**config.mk**
```make
export PLATFORM = sky130hd
export DESIGN_NAME = pm_event_block
export DESIGN_NICKNAME = d
export VERILOG_FILES = /design/src/rtl/pm_event_block.sv
export SDC_FILE = /design/constraint.sdc
export NUM_CORES = 1
export LEC_CHECK = 0
export ABC_AREA = 1
export BUFFER_PORTS_ARGS = -buffer_cell sky130_fd_sc_hd__buf_2
export CELL_PAD_IN_SITES_DETAIL_PLACEMENT = 0
export CELL_PAD_IN_SITES_GLOBAL_PLACEMENT = 1
export CORE_ASPECT_RATIO = 2
export CORE_MARGIN = 2
export CORE_UTILIZATION = 34
export CTS_BUF_LIST = sky130_fd_sc_hd__clkbuf_16
export DETAILED_ROUTE_END_ITERATION = 6
export PLACE_DENSITY = 0.89
export RECOVER_POWER = 25
export SYNTH_ARGS = -nofsm -noshare
export SYNTH_HDL_FRONTEND = slang
export SYNTH_SLANG_ARGS = --single-unit
```
**constraint.sdc**
```tcl
create_clock -name clk -period 3.9 [get_ports clk]
set_clock_uncertainty 0.05 [all_clocks]
set_input_delay 0.195 -clock clk [delete_from_list [all_inputs] [get_ports clk]]
set_output_delay 0.195 -clock clk [all_outputs]
set_load 0.03 [all_outputs]
```
**src/rtl/pm_event_block.sv**
```systemverilog
module pm_event_block #(
  parameter int          AW       = 16,
  parameter int          SPAN_LOG = 3,
  parameter logic [15:0] STS_MASK = 16'h0131,
  parameter logic [15:0] EN_MASK  = 16'h0121
) (
  input  logic          clk,
  input  logic          rst_n,
  input  logic [AW-1:0] base_addr,
  input  logic [AW-1:0] io_addr,
  input  logic          io_wr,
  input  logic          io_rd,
  input  logic [7:0]    io_wdata,
  output logic [7:0]    io_rdata,
  input  logic [15:0]   evt_pulse,
  output logic          sci
);
  logic [AW-1:0] off;
  logic          hit;
  logic [15:0]   sts, en, clr, sts_n, en_n;
  logic          gate, gate_n;

  assign off = io_addr - base_addr;
  assign hit = (off >> SPAN_LOG) == '0;

  wire wr_s0 = io_wr && hit && off[SPAN_LOG-1:0] == 0;
  wire wr_s1 = io_wr && hit && off[SPAN_LOG-1:0] == 1;
  wire wr_e0 = io_wr && hit && off[SPAN_LOG-1:0] == 2;
  wire wr_e1 = io_wr && hit && off[SPAN_LOG-1:0] == 3;
  wire wr_c  = io_wr && hit && off[SPAN_LOG-1:0] == 4;

  assign clr   = {wr_s1 ? io_wdata : 8'h00, wr_s0 ? io_wdata : 8'h00} & STS_MASK;
  assign sts_n = ((sts & ~clr) | evt_pulse) & STS_MASK;
  assign en_n  = {wr_e1 ? io_wdata : en[15:8], wr_e0 ? io_wdata : en[7:0]} & EN_MASK;
  assign gate_n = wr_c ? io_wdata[0] : gate;

  always_ff @(posedge clk) begin
    if (!rst_n) begin
      sts  <= '0;
      en   <= '0;
      gate <= 1'b0;
      sci  <= 1'b0;
    end else begin
      sts  <= sts_n;
      en   <= en_n;
      gate <= gate_n;
      sci  <= gate_n && |(sts_n & en_n);
    end
  end

  always_comb begin
    io_rdata = 8'h00;
    if (io_rd && hit) begin
      case (off[SPAN_LOG-1:0])
        0:       io_rdata = sts[7:0];
        1:       io_rdata = sts[15:8];
        2:       io_rdata = en[7:0];
        3:       io_rdata = en[15:8];
        4:       io_rdata = {7'b0, gate};
        default: io_rdata = 8'h00;
      endcase
    end
  end

  AST_NO_SW_SET: assert property (@(posedge clk) disable iff (!rst_n)
    (sts & ~$past(sts) & ~$past(evt_pulse)) == 16'h0);
  AST_W1C_CLEARS: assert property (@(posedge clk) disable iff (!rst_n)
    (clr & ~evt_pulse) != 16'h0 |=> (sts & $past(clr & ~evt_pulse)) == 16'h0);
  AST_EVT_WINS: assert property (@(posedge clk) disable iff (!rst_n)
    (evt_pulse & STS_MASK) != 16'h0 |=> (sts & $past(evt_pulse & STS_MASK)) == $past(evt_pulse & STS_MASK));
  AST_SCI_CAUSE: assert property (@(posedge clk) disable iff (!rst_n)
    sci |-> gate && (sts & en) != 16'h0);
  AST_SCI_PRESENT: assert property (@(posedge clk) disable iff (!rst_n)
    (gate && (sts & en) != 16'h0) |-> sci);
  AST_RSV_ZERO: assert property (@(posedge clk) disable iff (!rst_n)
    (sts & ~STS_MASK) == 16'h0 && (en & ~EN_MASK) == 16'h0);
  AST_RD_IDLE: assert property (@(posedge clk) disable iff (!rst_n)
    !io_rd |-> io_rdata == 8'h00);
endmodule

```
; Yosys cells after proc, flatten, opt, wreduce, memory -nomap -nowiden
; Cells that the tools add are included.
[totals]
regBits = 9
input_bits = 60
[op_classes]
addsub = 1
n_eq_ne = 4
muxes = 7
n_bitwise = 4
n_reduce_logical = 11
[ops]
columns = operator, n
row1 = case mux 6 bit (5 select lines), 1
row2 = bitwise AND 9 bit, 2
row3 = logical NOT 16 bit, 1
row4 = OR reduction 16 bit, 1
row5 = subtractor 16 bit, 1
row6 = 2-to-1 mux 6 bit, 2
row7 = NOT 9 bit, 1
row8 = OR 9 bit, 1
row9 = logical AND 1 bit, 8
row10 = 2-to-1 mux 8 bit, 1
row11 = equality test 3 x 2 -> 1 bit (second input constant), 2
row12 = equality test 3 x 1 -> 1 bit (second input constant), 1
row13 = equality test 3 bit (second input constant), 1
row14 = logical NOT 3 bit, 1
row15 = 2-to-1 mux 1 bit, 3

; Logic depth before layout (Yosys ltp)
; Gate-level depths: netlist (run 1).
[logic_depth]
word_depth = 11
ltp_mapped = 22
ltp_nobuf = 22

; Least setup slack after synthesis (run 1)
; OpenSTA, ideal clock, no wires.
[synth_path]
path_kind = in2out
from = in io_addr[0]
to = out io_rdata[0]
arrival_ns = 2.374
required_time_ns = 3.655
setup_slack_ns = 1.281
cell_stages = 16
n_path_buf = 0
cell_sequence = inv_1 > ha_1 > fa_1 > inv_1 > nand2_1 > nand2_1 > nand3_1 > nand2_1 > nand2_1 > nand3_1 > inv_1 > nor4_1 > nand2_1 > nor3_1 > nand3_1 > a21oi_1
[synth_via]
elab_chain_cells = 4
elab_cells_between_ends = 10
[synth_lines]
columns = item, line_no
row1 = from (decl), 10  ; input logic [AW-1:0] io_addr,
row2 = subtractor 16 bit (*), 23  ; assign off = io_addr - base_addr;
row3 = "equality test 3 bit, or another cell as far along", 54  ; case (off[SPAN_LOG-1:0])
row4 = case mux 6 bit (5 select lines) / logical AND 1 bit (equally long branches), "54, 53"
row5 = 2-to-1 mux 8 bit (*), 53  ; if (io_rd && hit) begin
row6 = to (decl), 14  ; output logic [7:0] io_rdata,
; Mark *: on every way between the ends. The rest lies on a longest branch, timed or not.

; Worst setup path after layout (run 1)
[layout_path]
from = in base_addr[0]
to = out io_rdata[5]
[layout_via]
elab_chain_cells = 4
elab_cells_between_ends = 10
[layout_lines]
columns = item, line_no
row1 = from (decl), 9  ; input logic [AW-1:0] base_addr,
row2 = subtractor 16 bit (*), 23
row3 = "equality test 3 bit, or another cell as far along", 54
row4 = case mux 6 bit (5 select lines) / logical AND 1 bit (equally long branches), "54, 53"
row5 = 2-to-1 mux 8 bit (*), 53
; Marks and branches as above.

==> results of run 1 <==
-- through the flow --
stage	std cells	area, um^2	power (mW)	setup slack, ns	hold WS [ns]
after global placement	451	2110	0.367	1.04	0.352
after detailed placement	451	2110	0.371	1.05	0.370
after global routing	455	2190	0.597	0.755	0.164
after floorplan	353	1850	0.305	1.28	0.262
after CTS	455	2190	0.551	1.04	0.128
final	455	2190	0.547	1.03	0.119
-- cell families (layout without fill, tap and decap cells) --
kind of cell             count (synthesis)  count (layout)  synth area share [%]
flip-flops                               9               9                  9.81
XOR/XNOR                                 2               2                 0.954
other                                    1               5                 0.204
AND/OR/NAND/NOR                        212             212                  52.0
buffers and inverters                   85             129                  18.4
AO/OA/AOI/OAI                           24              24                  7.36
adder cells (fa/ha/maj)                 16              16                  11.3
-- worst max-delay path: stages --
cell	delay, ns
buf_2	0.10
ha_1	0.21
fa_1	0.42
inv_1	0.09
nand2_1	0.05
nand2_1	0.06
nand3_1	0.08
nand2_1	0.15
nand2_1	0.09
nand3_1	0.09
inv_1	0.06
nor4_1	0.21
nand2_1	0.09
nor3_1	0.20
nand3_1	0.13
a21oi_1	0.17
buf_2	0.23
-- Yosys cell counts (2+ instances only) --
library cell and n:
a21oi_1 19, a21oi_2 2, and2_1 3, buf_4 5
dfxtp_1 9, ha_1 15, inv_1 75, inv_2 4
nand2_1 126, nand2_2 4, nand3_1 26, nand3_2 4
nand4_1 12, nor2_1 24, nor2_2 2, nor3_1 3
nor3_2 2
-- layout make-up --
cell class	instances	area share (%)
timing repair buffer	46	10.5
sequential	9	8.23
clock inverter	1	0.172
clock buffer	3	3.43
multi-input combinational	259	60.8
inverter	79	13.6
tap	58	3.32
-- where the power goes --
group / total [mW] / leakage, nW / switching [mW] / internal [mW]
combinational: 0.272 / 1.25 / 0.178 / 0.0947
sequential: 0.0968 / 0.0738 / 0.00132 / 0.0955
clock: 0.178 / 0.0423 / 0.0441 / 0.134
total: 0.547 / 1.37 / 0.223 / 0.324
-- metal layers --
| metal | track usage, % | vias to the layer above | routed length (um) |
|---|---|---|---|
| met3 | 1.44 | 25 | 137 |
| met1 | 13.7 | 942 | 1680 |
| met2 | 36.1 | 53 | 2740 |
| met5 | 0 | - | 0 |
| met4 | 10.9 | 0 | 311 |
| li1 | - | 1164 | - |
-- path summary, 6_finish.rpt --
| kind | startpoint | to | slack (ns) | depth (start not counted) |
|---|---|---|---|---|
| worst max register to register | en[8] | sci | 3.05 | 6 |
| worst min-delay path | evt_pulse[4] | sts[4] | 0.12 | 3 |
| worst max-delay path | base_addr[0] | io_rdata[5] | 1.03 | 17 |
| worst min register to register | sts[8] | sts[8] | 0.44 | 2 |
-- state kept, by name, summed over array words and instances, names as in the netlist --
name / flops
sci: 1
gate: 1
sts: 4
en: 3
==> impl_metrics.env, run 1 <==
export IMPL_gp_congestion=0.883
export IMPL_die_area_um2=6040
export IMPL_dp_hpwl_mm=4.22
export IMPL_fillerInstances=613
export IMPL_status="finished, final reports clean"
export IMPL_ir_worst_vdd_v=0.000280
export IMPL_n_antenna_cell=0
export IMPL_yosys_area_top_type="nand2_1"
export IMPL_grt_pass1_wl_mm=8.34
export IMPL_start_util_pct=35.4
export IMPL_crit_fanout=3
export IMPL_grt_usage_pct=16.9
export IMPL_fp_row_count=37
export IMPL_core_area_um2=5180
export IMPL_syn2layout_area_growth_pct=19.1
export IMPL_drv_cap=0
export IMPL_setup_tns_ns=0
export IMPL_synthArstFlopShare_pct=0
export IMPL_antenna_left=0
export IMPL_final_cell_mix="126 x nand2_1, 76 x inv_1, 45 x buf_2, 26 x nand3_1, 25 x nor2_1"
export IMPL_cp_start_kind="input pin"
export IMPL_leakagePower_nw=1.37
export IMPL_cts_hold_buf=0
export IMPL_syn_avg_cell_area_um2=5.26
export IMPL_critPathKind="input pin to primary output"
export IMPL_chipHeight_um=108
export IMPL_clkLatencyLatePin_ns=0.23
export IMPL_dr_first_iter_drc_count=33
export IMPL_ys_types=31
export IMPL_drt_wl_total_mm=4.87
export IMPL_powerDensity_nw_per_um2=250
export IMPL_firstDrtPassIters=4
export IMPL_clockBufferDepth=2
export IMPL_die_x_um=56.0
export IMPL_hold_class="input pin to flop"
export IMPL_synth_cell_area_um2=1840
export IMPL_yosys_warnings=0
export IMPL_fin_nets=474
export IMPL_drc=0
export IMPL_crit_required_ns=3.65
export IMPL_cts_tree="built"
export IMPL_vias=2184
export IMPL_grt_start_max_net_pins=10
export IMPL_grt_setup_unrepaired="no"
export IMPL_viasPerCell=4.80
export IMPL_synthDominantCellAreaShare_pct=25.7
export IMPL_setup_viol_count_final=0
export IMPL_seq_area_um2=180
export IMPL_cts_resized=0
export IMPL_io_buffers=46
export IMPL_report_final_slew_viol_count=0
export IMPL_root_buffer="clkbuf_16"
export IMPL_gr_total_overflow=0
export IMPL_ys_top_cells_by_area="nand2_1 26%, inv_1 15%, ha_1 10%, dfxtp_1 9.8%, nand3_1 7.1%"
export IMPL_synth_edf_count=0
export IMPL_clkSinkCount=9
export IMPL_grt_pass1_vias=2164
export IMPL_hold_violations=0
export IMPL_fin_crit_sh_pct=73.5
export IMPL_post_route_util_pct=42.2
export IMPL_fin_crit_ns=2.87
export IMPL_ys_ff_latch=9
export IMPL_drive_above_1_share_pct=17.1
export IMPL_design_portCount=69
export IMPL_cts_max_level=1
export IMPL_arrival_ns=2.62
export IMPL_clk_pin_slew_ns=0.04
export IMPL_synthFlopType="dfxtp_1"
export IMPL_cp_end_kind="primary output"
export IMPL_post_cts_buffers=0
export IMPL_max_freq_mhz=349
export IMPL_wl_per_cell_um=10.7
export IMPL_syn_inst=349
export IMPL_seq_area_frac_synth_pct=9.81
export IMPL_cts_made_buffers=3
export IMPL_layout_commonest_cell="nand2_1"
export IMPL_multi_input_area_um2=1330
export IMPL_antenna_found_initial=0
(Power assumes the default switching activity.)
==> inputs of run 2 (changes only) <==
ABC_AREA = 0   (was 1)
CORE_UTILIZATION = 33   (was 34)
PLACE_DENSITY = 0.84   (was 0.89)
clock period = 2.9 ns   (was 3.9 ns; I/O delays follow)
==> run 2 against run 1 <==
Effect of this change:
- the flow now finishes with violations (negative setup slack)
- non-clock buffer count up 39
- combinational power up 51%
- die area down 12%
- register-to-register slack worse by 1.2 ns
- worst hold slack worse by 0.051 ns
- first-iteration DRC count down 39%
- critical endpoint is now io_rdata[4]
==> impl_metrics.env, run 2 <==
export IMPL_fillerInstances=470
export IMPL_dpl_worst_slack_ns=-0.380
export IMPL_viasPerCell=5.42
export IMPL_synth_edf_count=0
export IMPL_clkPwrFrac_pct=31.4
export IMPL_violations="negative setup slack"
export IMPL_antenna_found_initial=0
export IMPL_rr_startpoint="sts[5]"
export IMPL_finalPower_mw=0.788
export IMPL_setup_tns_ns=-0.617
export IMPL_yosysMostFrequentCell="inv_1"
export IMPL_crit_chain="buf_6 > inv_4 > ha_4 > fa_2 > and2b_2 > o2111ai_4 > buf_6 > and4_1 > nor4_1 > and3_2 > nand2_2 > a211o_1 > nor4b_4 > and3_4 > buf_6"
export IMPL_cts_made_buffers=3
export IMPL_clkSinkCount=9
export IMPL_grt_usage_pct=19.1
export IMPL_net_switching_power_mw=0.280
export IMPL_setup_viol_count_final=3
export IMPL_grt_pass1_vias=1900
export IMPL_fp_row_count=35
export IMPL_yosys_area_top_type="ha_1"
export IMPL_synthFlopType="dfxtp_1"
export IMPL_cts_max_level=1
export IMPL_seqPwrFrac_pct=16.6
export IMPL_crit_required_ns=2.71
export IMPL_grt_setup_unrepaired="yes"
export IMPL_top_regs="sts x4, en x3"
export IMPL_yosys_warnings=0
export IMPL_syn2layout_area_growth_pct=49.4
export IMPL_drt_wl_total_mm=4.86
export IMPL_syn_avg_cell_area_um2=7.30
export IMPL_instances_no_fill=353
export IMPL_synthArstFlopShare_pct=0
export IMPL_dp_hpwl_mm=4.05
export IMPL_ys_ff_latch=9
export IMPL_clk_pin_slew_ns=0.04
export IMPL_cp_start_kind="input pin"
export IMPL_hold_class="input pin to flop"
export IMPL_critPathKind="input pin to primary output"
export IMPL_gp_congestion=0.822
export IMPL_fin_nets=375
export IMPL_grt_pass1_wl_mm=7.74
export IMPL_worst_path_most_repeated_cell="buf_6"
export IMPL_n_antenna_cell=0
export IMPL_crit_fanout=2
export IMPL_ir_worst_vdd_v=0.000515
export IMPL_worst_path_buf_inv=4
export IMPL_p_int_mw=0.508
export IMPL_gr_total_overflow=0
export IMPL_clkLatencyLatePin_ns=0.24
export IMPL_ys_top_cells_by_area="ha_1 12%, dfxtp_1 12%, a21oi_1 6.1%, inv_1 6.0%, o21ai_0 3.8%"
export IMPL_io_buffers=46
export IMPL_cpMaxStageDelayCell="fa_2"
export IMPL_power_frac_comb_pct=52.0
export IMPL_setup_ws_ns=-0.230
export IMPL_leakagePower_nw=1.13
export IMPL_crit_family="simple AND/OR/NAND/NOR gates"
export IMPL_antenna_left=0
export IMPL_worst_r2r_setup_slack_ns=1.80
export IMPL_cts_hold_buf=0
export IMPL_placed_cell_area_um2=2090
export IMPL_synthTopCellsByCount="25 x inv_1, 19 x a21oi_1, 16 x nor2_1, 15 x ha_1"
export IMPL_r2r_end="sci"
export IMPL_core_area_um2=4600
export IMPL_syn_inst=214
export IMPL_firstDrtPassIters=4
export IMPL_status="finished with violations"
export IMPL_synth_cell_area_um2=1560
export IMPL_final_cell_mix="40 x buf_2, 38 x buf_4, 25 x inv_1, 19 x a21oi_1, 16 x nor2_1"
export IMPL_max_freq_mhz=320
export IMPL_seq_area_frac_synth_pct=11.5
export IMPL_holdPathEnd="sts[4]"
export IMPL_clockBufferDepth=2
export IMPL_layout_commonest_cell="buf_2"
export IMPL_dr_first_iter_drc_count=20
export IMPL_drv_cap=0
export IMPL_drc=0
export IMPL_powerDensity_nw_per_um2=337
export IMPL_wl_per_cell_um=13.8
export IMPL_vias=1915
export IMPL_grt_start_max_net_pins=11
export IMPL_die_x_um=52.7
export IMPL_r2r_cells=4
export IMPL_report_final_slew_viol_count=0
export IMPL_synthDominantCellAreaShare_pct=12.0
export IMPL_drive_above_1_share_pct=38.6
export IMPL_top_register="sts"
export IMPL_min_path_cells=3
export IMPL_die_area_um2=5340
export IMPL_root_buffer="clkbuf_16"
export IMPL_start_util_pct=34.0
export IMPL_final_area_um2=2330
export IMPL_cts_tree="built"
export IMPL_fin_crit_ns=3.13
export IMPL_cp_end_kind="primary output"
export IMPL_fin_crit_sh_pct=108
export IMPL_ys_types=62
export IMPL_dp_cells=343
export IMPL_chipHeight_um=101
export IMPL_swShare_pct=35.6
export IMPL_slowest_delay_ns=0.34
export IMPL_arrival_ns=2.93
export IMPL_largest_reg_flops=4
export IMPL_hold_violations=0
export IMPL_hold_start="evt_pulse[4]"
export IMPL_design_portCount=69
-- run 2: cell count changes after synthesis, sizes merged, moves of 6 or more --
cell / delta
and3: +6
inv: -54
nand2: -119
nand3: -26
nand4: -9
nor2: -11
o21ai: +13
-- run 2: cells by family after synthesis --
group           count (synthesis)  share of synthesized area, %
other cells                     1                         0.240
flops                           9                          11.5
fa+ha+maj                      16                          13.3
compound gates                 75                          32.7
simple gates                   69                          25.7
xor+xnor                        4                          2.24
buf+inv                        34                          10.3
mux                             6                          3.92
-- run 2: worst max-delay path by stage --
stage                            start          end  slack, ns  cells past startpoint
after CTS                   io_addr[0]  io_rdata[4]      -0.25                     14
after global placement    base_addr[0]  io_rdata[4]      -0.30                     13
after global routing        io_addr[0]  io_rdata[4]      -0.31                     15
after floorplan             io_addr[0]  io_rdata[5]     -0.005                     12
after detailed placement  base_addr[0]          sci      -0.38                     13
final                       io_addr[0]  io_rdata[4]      -0.23                     15
-- run 2: timing repair --
action                                  4_1_cts  5_1_grt
gates resized for setup                      21       10
endpoints found under the setup margin        9       10
buffers inserted                              3        3
pin swaps                                    11       15
cloned                                        0        0
-- run 2: through the flow --
step                      utilization (%)  hold slack [ns]
after global placement               45.4            0.304
after global routing                 50.8            0.114
after CTS                            49.3           0.0781
after detailed placement             45.4            0.326
after floorplan                         -            0.212
final                                50.8           0.0687
-- run 2: layer usage --
metal / up-vias / share of wire [%] / global-route usage (%)
met4: 0 / 4.8 / 10.1
met2: 53 / 60 / 39.9
li1: 959 / - / -
met3: 20 / 3.6 / 2.06
met5: - / 0 / 0
met1: 883 / 32 / 15.8
-- run 2: worst min-delay path, stage by stage --
cell and delay (ns):
buf_2 0.07, a21oi_1 0.03, nor2_1 0.07
-- run 2: area by class of cell --
type	instances	area, um^2	area share [%]
well taps	55	68.8	2.95
flip-flops and latches	9	180	7.72
clock inverters	1	3.75	0.161
multi-input cells	175	1350	58.0
repair buffers	85	557	23.8
inverters	25	96.3	4.13
clock buffers	3	75.1	3.22
-- run 2: power by group through the flow --
stage / Sequential [mW] / Clock, mW / Combinational, mW
floorplan: 0.132 / 0 / 0.229
global placement: 0.132 / 0 / 0.365
detailed placement: 0.133 / 0 / 0.367
CTS: 0.131 / 0.252 / 0.391
global route: 0.131 / 0.258 / 0.449
finish: 0.131 / 0.248 / 0.410
